**src/rtl/bshift_pkg.sv**
```systemverilog
package bshift_pkg;
  localparam int DATA_W  = 32;
  localparam int SHAMT_W = $clog2(DATA_W);
  localparam int INSTR_W = 32;

  localparam logic [5:0] OPC_REG = 6'b010001;
  localparam logic [5:0] OPC_IMM = 6'b011001;

  localparam logic [10:0] REG_FN_LRIGHT = 11'h000;
  localparam logic [10:0] REG_FN_ARIGHT = 11'h200;
  localparam logic [10:0] REG_FN_LEFT   = 11'h400;
  localparam logic [10:0] IMM_FN_LRIGHT = 11'h000;
  localparam logic [10:0] IMM_FN_ARIGHT = 11'h010;
  localparam logic [10:0] IMM_FN_LEFT   = 11'h020;

  typedef enum logic [1:0] {
    SK_LRIGHT = 2'd0,
    SK_ARIGHT = 2'd1,
    SK_LEFT   = 2'd2
  } shiftKind_e;

  typedef struct packed {
    logic               capture;
    logic               illegal;
    shiftKind_e         kind;
    logic [SHAMT_W-1:0] amount;
  } ctrlStrobes_t;
endpackage

```
**src/rtl/bshift_ctrl.sv**
```systemverilog
module bshift_ctrl
  import bshift_pkg::*;
(
  input  logic               start,
  input  logic [INSTR_W-1:0] instr,
  input  logic [DATA_W-1:0]  opB,
  output ctrlStrobes_t       strobes
);
  logic [5:0]  opcode;
  logic [10:0] regFn;
  logic [10:0] immFn;
  logic        isReg;
  logic        isImm;
  logic        unusedFields;

  assign opcode = instr[INSTR_W-1 -: 6];
  assign regFn  = instr[10:0];
  assign immFn  = instr[15:5];
  assign isReg  = (opcode == OPC_REG);
  assign isImm  = (opcode == OPC_IMM);
  // Register numbers and the high operand bits carry no meaning here
  assign unusedFields = ^{instr[25:16], opB[DATA_W-1:SHAMT_W]};

  always_comb begin
    strobes.capture = start;
    strobes.illegal = 1'b0;
    strobes.kind    = SK_LRIGHT;
    strobes.amount  = '0;
    if (isReg) begin
      strobes.amount = opB[SHAMT_W-1:0];
      unique case (regFn)
        REG_FN_LRIGHT: strobes.kind = SK_LRIGHT;
        REG_FN_ARIGHT: strobes.kind = SK_ARIGHT;
        REG_FN_LEFT:   strobes.kind = SK_LEFT;
        default:       strobes.illegal = 1'b1;
      endcase
    end else if (isImm) begin
      strobes.amount = instr[SHAMT_W-1:0];
      unique case (immFn)
        IMM_FN_LRIGHT: strobes.kind = SK_LRIGHT;
        IMM_FN_ARIGHT: strobes.kind = SK_ARIGHT;
        IMM_FN_LEFT:   strobes.kind = SK_LEFT;
        default:       strobes.illegal = 1'b1;
      endcase
    end else begin
      strobes.illegal = 1'b1;
    end
  end


  always_comb begin
    opcode_illegal_chk: assert (isReg || isImm || strobes.illegal)
      else $error("R9 unknown opcode not flagged");
  end
endmodule

```
**src/rtl/bshift_datapath.sv**
```systemverilog
module bshift_datapath
  import bshift_pkg::*;
(
  input  logic              clk,
  input  logic              rstN,
  input  ctrlStrobes_t      strobes,
  input  logic [DATA_W-1:0] opA,
  output logic [DATA_W-1:0] result,
  output logic              resultValid,
  output logic              illegal
);
  logic [DATA_W-1:0] stage [0:SHAMT_W];
  logic [DATA_W-1:0] shiftIn;
  logic [DATA_W-1:0] shiftOut;
  logic              fillBit;
  logic              isLeft;

  function automatic logic [DATA_W-1:0] reverseBits(input logic [DATA_W-1:0] v);
    logic [DATA_W-1:0] r;
    for (int i = 0; i < DATA_W; i++) r[i] = v[DATA_W-1-i];
    return r;
  endfunction

  assign isLeft  = (strobes.kind == SK_LEFT);
  assign fillBit = (strobes.kind == SK_ARIGHT) ? opA[DATA_W-1] : 1'b0;
  // A left shift is a right shift of the mirrored word
  assign shiftIn = isLeft ? reverseBits(opA) : opA;
  assign stage[0] = shiftIn;

  for (genvar s = 0; s < SHAMT_W; s++) begin : gStage
    localparam int STEP = 1 << s;
    assign stage[s+1] = strobes.amount[s]
                      ? {{STEP{fillBit}}, stage[s][DATA_W-1:STEP]}
                      : stage[s];
  end

  assign shiftOut = isLeft ? reverseBits(stage[SHAMT_W]) : stage[SHAMT_W];

  always_ff @(posedge clk) begin
    if (!rstN) begin
      result      <= '0;
      resultValid <= 1'b0;
      illegal     <= 1'b0;
    end else begin
      resultValid <= strobes.capture;
      illegal     <= strobes.capture && strobes.illegal;
      if (strobes.capture) result <= strobes.illegal ? '0 : shiftOut;
    end
  end


  start_to_valid_chk: assert property (@(posedge clk) disable iff (!rstN)
    strobes.capture |=> resultValid);

  valid_pulse_chk: assert property (@(posedge clk) disable iff (!rstN)
    !strobes.capture |=> !resultValid);

  illegal_zero_chk: assert property (@(posedge clk) disable iff (!rstN)
    illegal |-> (resultValid && result == '0));

  zero_amount_chk: assert property (@(posedge clk) disable iff (!rstN)
    (strobes.capture && !strobes.illegal && strobes.amount == '0)
      |=> result == $past(opA));

  sign_fill_chk: assert property (@(posedge clk) disable iff (!rstN)
    (strobes.capture && !strobes.illegal && strobes.kind == SK_ARIGHT && opA[DATA_W-1])
      |=> result[DATA_W-1]);
endmodule

```
**src/rtl/bshift_unit.sv**
```systemverilog
module bshift_unit
  import bshift_pkg::*;
(
  input  logic              clk,
  input  logic              rstN,
  input  logic              start,
  input  logic [31:0]       instr,
  input  logic [31:0]       opA,
  input  logic [31:0]       opB,
  output logic [31:0]       result,
  output logic              resultValid,
  output logic              illegal
);
  ctrlStrobes_t strobes;

  bshift_ctrl uCtrl (
    .start   (start),
    .instr   (instr),
    .opB     (opB),
    .strobes (strobes)
  );

  bshift_datapath uDp (
    .clk         (clk),
    .rstN        (rstN),
    .strobes     (strobes),
    .opA         (opA),
    .result      (result),
    .resultValid (resultValid),
    .illegal     (illegal)
  );


  reset_quiet_chk: assert property (@(posedge clk)
    !rstN |=> (!resultValid && !illegal && result == '0));
endmodule

```
**config.mk**
```make
export PLATFORM = sky130hd
export DESIGN_NAME = bshift_unit
export DESIGN_NICKNAME = d
export VERILOG_FILES = /design/src/rtl/bshift_pkg.sv /design/src/rtl/bshift_ctrl.sv /design/src/rtl/bshift_datapath.sv /design/src/rtl/bshift_unit.sv
export SDC_FILE = /design/constraint.sdc
export NUM_CORES = 1
export LEC_CHECK = 0
export BUFFER_PORTS_ARGS = -buffer_cell sky130_fd_sc_hd__buf_2
export CORE_UTILIZATION = 56
export CTS_CLUSTER_SIZE = 20
export DETAILED_ROUTE_END_ITERATION = 7
export MAX_ROUTING_LAYER = met4
export PLACE_DENSITY = 0.94
export SYNTH_ARGS = -nofsm -noshare
export SYNTH_HDL_FRONTEND = slang
export SYNTH_HIERARCHICAL = 1
export SYNTH_SLANG_ARGS = --single-unit
```
**constraint.sdc**
```tcl
create_clock -name clk -period 10 [get_ports clk]
set_input_delay 2 -clock clk [delete_from_list [all_inputs] [get_ports clk]]
set_output_delay 2 -clock clk [all_outputs]
set_load 0.02 [all_outputs]
```
==> results.sh <==
export IMPL_startpoint_type="input port"
export IMPL_slowest_delay_ns=0.68
export IMPL_relSlewSlack_pct=26.5
export IMPL_grt_pass1_wl_um=24700
export IMPL_die_y_um=87.7
export IMPL_crit_slowest_cell="mux4_1"
export IMPL_m1WireLength_um=5960
export IMPL_utilization_pct=67.7
export IMPL_die_x_um=87.7
export IMPL_cts_setup_buffers=0
export IMPL_drive_gt1_share_pct=27.4
export IMPL_dp_cells=647
export IMPL_synth_distinct_cells=65
export IMPL_drv_cap=0
export IMPL_ir_worst_vdd_uv=47.6
export IMPL_p_comb_share_pct=25.4
export IMPL_cts_resized=0
export IMPL_met3_length_um=1470
export IMPL_drtPass1Iterations=8
export IMPL_wire_per_inst_um=24.0
export IMPL_vias_per_cell=7.38
export IMPL_final_cell_area_sq_um=4700
export IMPL_cellLeakagePower_nw=1.97
export IMPL_cts_sinks=34
export IMPL_initial_utilization_pct=59.3
export IMPL_timing_worst_setup_path_type="in -> reg"
export IMPL_dieArea_sq_um=7700
export IMPL_cp_data_arrival_time_ns=6.55
export IMPL_rsz0062_at_grt="no"
export IMPL_netlist_area_sq_um=4120
export IMPL_yosysSeqAreaShare_pct=16.5
export IMPL_initialDrtViolationCount=590
export IMPL_synth_top_area_share_pct=16.5
export IMPL_syn_inst=491
export IMPL_finalNonFillerCells=655
export IMPL_yosys_cell_count_top_type="nand2_1"
export IMPL_portBuffers=95
export IMPL_htree_levels=2
export IMPL_cts_hold_buffers=0
export IMPL_cts_tree="built"
export IMPL_cts_made_buffers=5
export IMPL_swShare_pct=29.2
export IMPL_outcome="finished, final reports clean"
export IMPL_dp_hpwl_um=11900
export IMPL_antenna_found_initial=0
export IMPL_timing_hold_ws_ns=0.442
export IMPL_vias=4835
export IMPL_postSynth_asyncResetShare_pct=0
export IMPL_crit_chain="buf_2 -> or4_1 -> or4_4 -> a21oi_1 -> nand2b_4 -> mux4_1 -> mux2i_1 -> mux2i_1 -> mux2_2 -> o221ai_1 -> o221ai_1"
export IMPL_synth_area_leaders="dfxtp_1 17%, mux4_2 15%, mux2i_1 8.5%, nand2_1 6.7%, mux4_1 5.7%"
export IMPL_fin_tns_setup_ns=0
export IMPL_power_mw=0.391
export IMPL_p_sw_mw=0.114
export IMPL_synth_common_cells="74 x nand2_1, 36 x a21oi_1, 35 x mux2i_1, 34 x dfxtp_1, 34 x nor2_1"
export IMPL_yosysWarnings=6
export IMPL_first_global_vias=4516
export IMPL_diodes=0
export IMPL_highest_layer="met4"
export IMPL_placed_area_sq_um=4560
export IMPL_worst_path_max_fanout=32
export IMPL_globalRouteOverflowTotal=0
export IMPL_synth_main_ff_cell="dfxtp_1"
export IMPL_layout_nets=657
export IMPL_drc=0
export IMPL_grtUsageTotal_pct=44.1
export IMPL_slew_viol_final=0
export IMPL_routed_wl_um=15700
export IMPL_crit_required_ns=10.15
export IMPL_insertion_delay_ns=0.29
export IMPL_area_growth_pct=14.2
export IMPL_crit_path_end_kind="flip-flop"
export IMPL_clkPwrFrac_pct=39.6
export IMPL_dp_slack_ns=3.49
export IMPL_finalHoldViolCount=0
export IMPL_finalSetupViolations=0
export IMPL_powerDensity_nw_per_um2=83.1
export IMPL_clockBufferDepth=2
export IMPL_syn_area_per_cell_sq_um=8.38
export IMPL_wl_met2_um=7510
export IMPL_period_needed_ns=6.40
export IMPL_ys_seq_elements=34
export IMPL_synth_edf_count=0
export IMPL_rows=30
export IMPL_fin_crit_sh_pct=64.0
export IMPL_worstMarginPinSlew_ns=1.10
export IMPL_core_area_sq_um=6940
export IMPL_yosysTopAreaCell="dfxtp_1"
export IMPL_hp_class="reg -> reg"
export IMPL_fmax_ghz=0.156
export IMPL_cts_root_buffer="clkbuf_8"
export IMPL_grt_max_degree=38
export IMPL_ant_nets=0
export IMPL_worst_slack_ns=3.60
export IMPL_clk_pin_slew_worst_paths_ns=0.08
export IMPL_clock_skew_final_ns=0
export IMPL_num_io_pins=133
export IMPL_synth_fp_nets=590
export IMPL_gp_congestion=0.978
export IMPL_sequentialPowerShare_pct=35.0
export IMPL_internal_power_mw=0.277
-- worst max-delay path, delay by kind of cell --
family	cells	cell delay, ns
mux	4	1.86
compound gates	3	1.02
simple gates	3	1.57
buf+inv	1	0.09
-- kinds of logic (layout without fill, tap and decap cells) --
family / after synthesis / after routing / share of synthesized area [%]
multiplexers: 77 / 77 / 30.7
buffers and inverters: 50 / 118 / 5.69
flip-flops: 34 / 34 / 16.5
XOR/XNOR: 1 / 1 / 0.213
AND/OR/NAND/NOR: 169 / 169 / 19.5
AO/OA/AOI/OAI: 160 / 160 / 27.4
-- registers in the layout (all words and copies together) (netlist names) --
signal           cells
uDp/illegal          1
uDp/result          32
uDp/resultValid      1
-- metal layers --
layer	up-vias	global-route usage, %
met3	73	6.69
li1	2081	-
met1	2320	53.9
met2	361	70.2
met4	0	23.1
met5	-	-
-- power by group through the flow --
stage | clock network [mW] | registers [mW] | logic (mW)
after floorplan | 0 | 0.141 | 0.0553
after global placement | 0 | 0.140 | 0.0920
after detailed placement | 0 | 0.140 | 0.0948
after CTS | 0.155 | 0.137 | 0.0952
after global routing | 0.159 | 0.137 | 0.104
final | 0.155 | 0.137 | 0.0993
-- final cells by class --
type / count / area [sq um]
flip-flops and latches: 34 / 681
repair buffers: 103 / 536
clock inverters: 3 / 68.8
fillers: 578 / 2240
inverters: 7 / 26.3
well taps: 96 / 120
clock buffers: 5 / 68.8
multi-input cells: 407 / 3200
-- path summary, 6_finish.rpt --
| check | startpoint | slack [ns] | to | depth (start not counted) |
|---|---|---|---|---|
| setup / recovery | instr[12] | 3.60 | uDp/result[0]$_SDFFE_PN0P_ | 11 |
| hold / removal | uDp/result[24]$_SDFFE_PN0P_ | 0.44 | uDp/result[24]$_SDFFE_PN0P_ | 2 |
| setup reg to reg | uDp/result[26]$_SDFFE_PN0P_ | 9.19 | uDp/result[26]$_SDFFE_PN0P_ | 3 |
| hold reg to reg | uDp/result[24]$_SDFFE_PN0P_ | 0.44 | uDp/result[24]$_SDFFE_PN0P_ | 2 |
-- placed cells by master, fill, tap and decap left out, types with 10 or more instances in the layout --
cell and instances:
nand3_1 14, mux2i_1 35, nand2b_1 10, nand2_1 74, dfxtp_1 34, nor2_1 34
a22o_1 11, buf_2 95, a21oi_1 36, o21ai_0 20, mux4_2 27
Power figures use the tool's default switching activity.
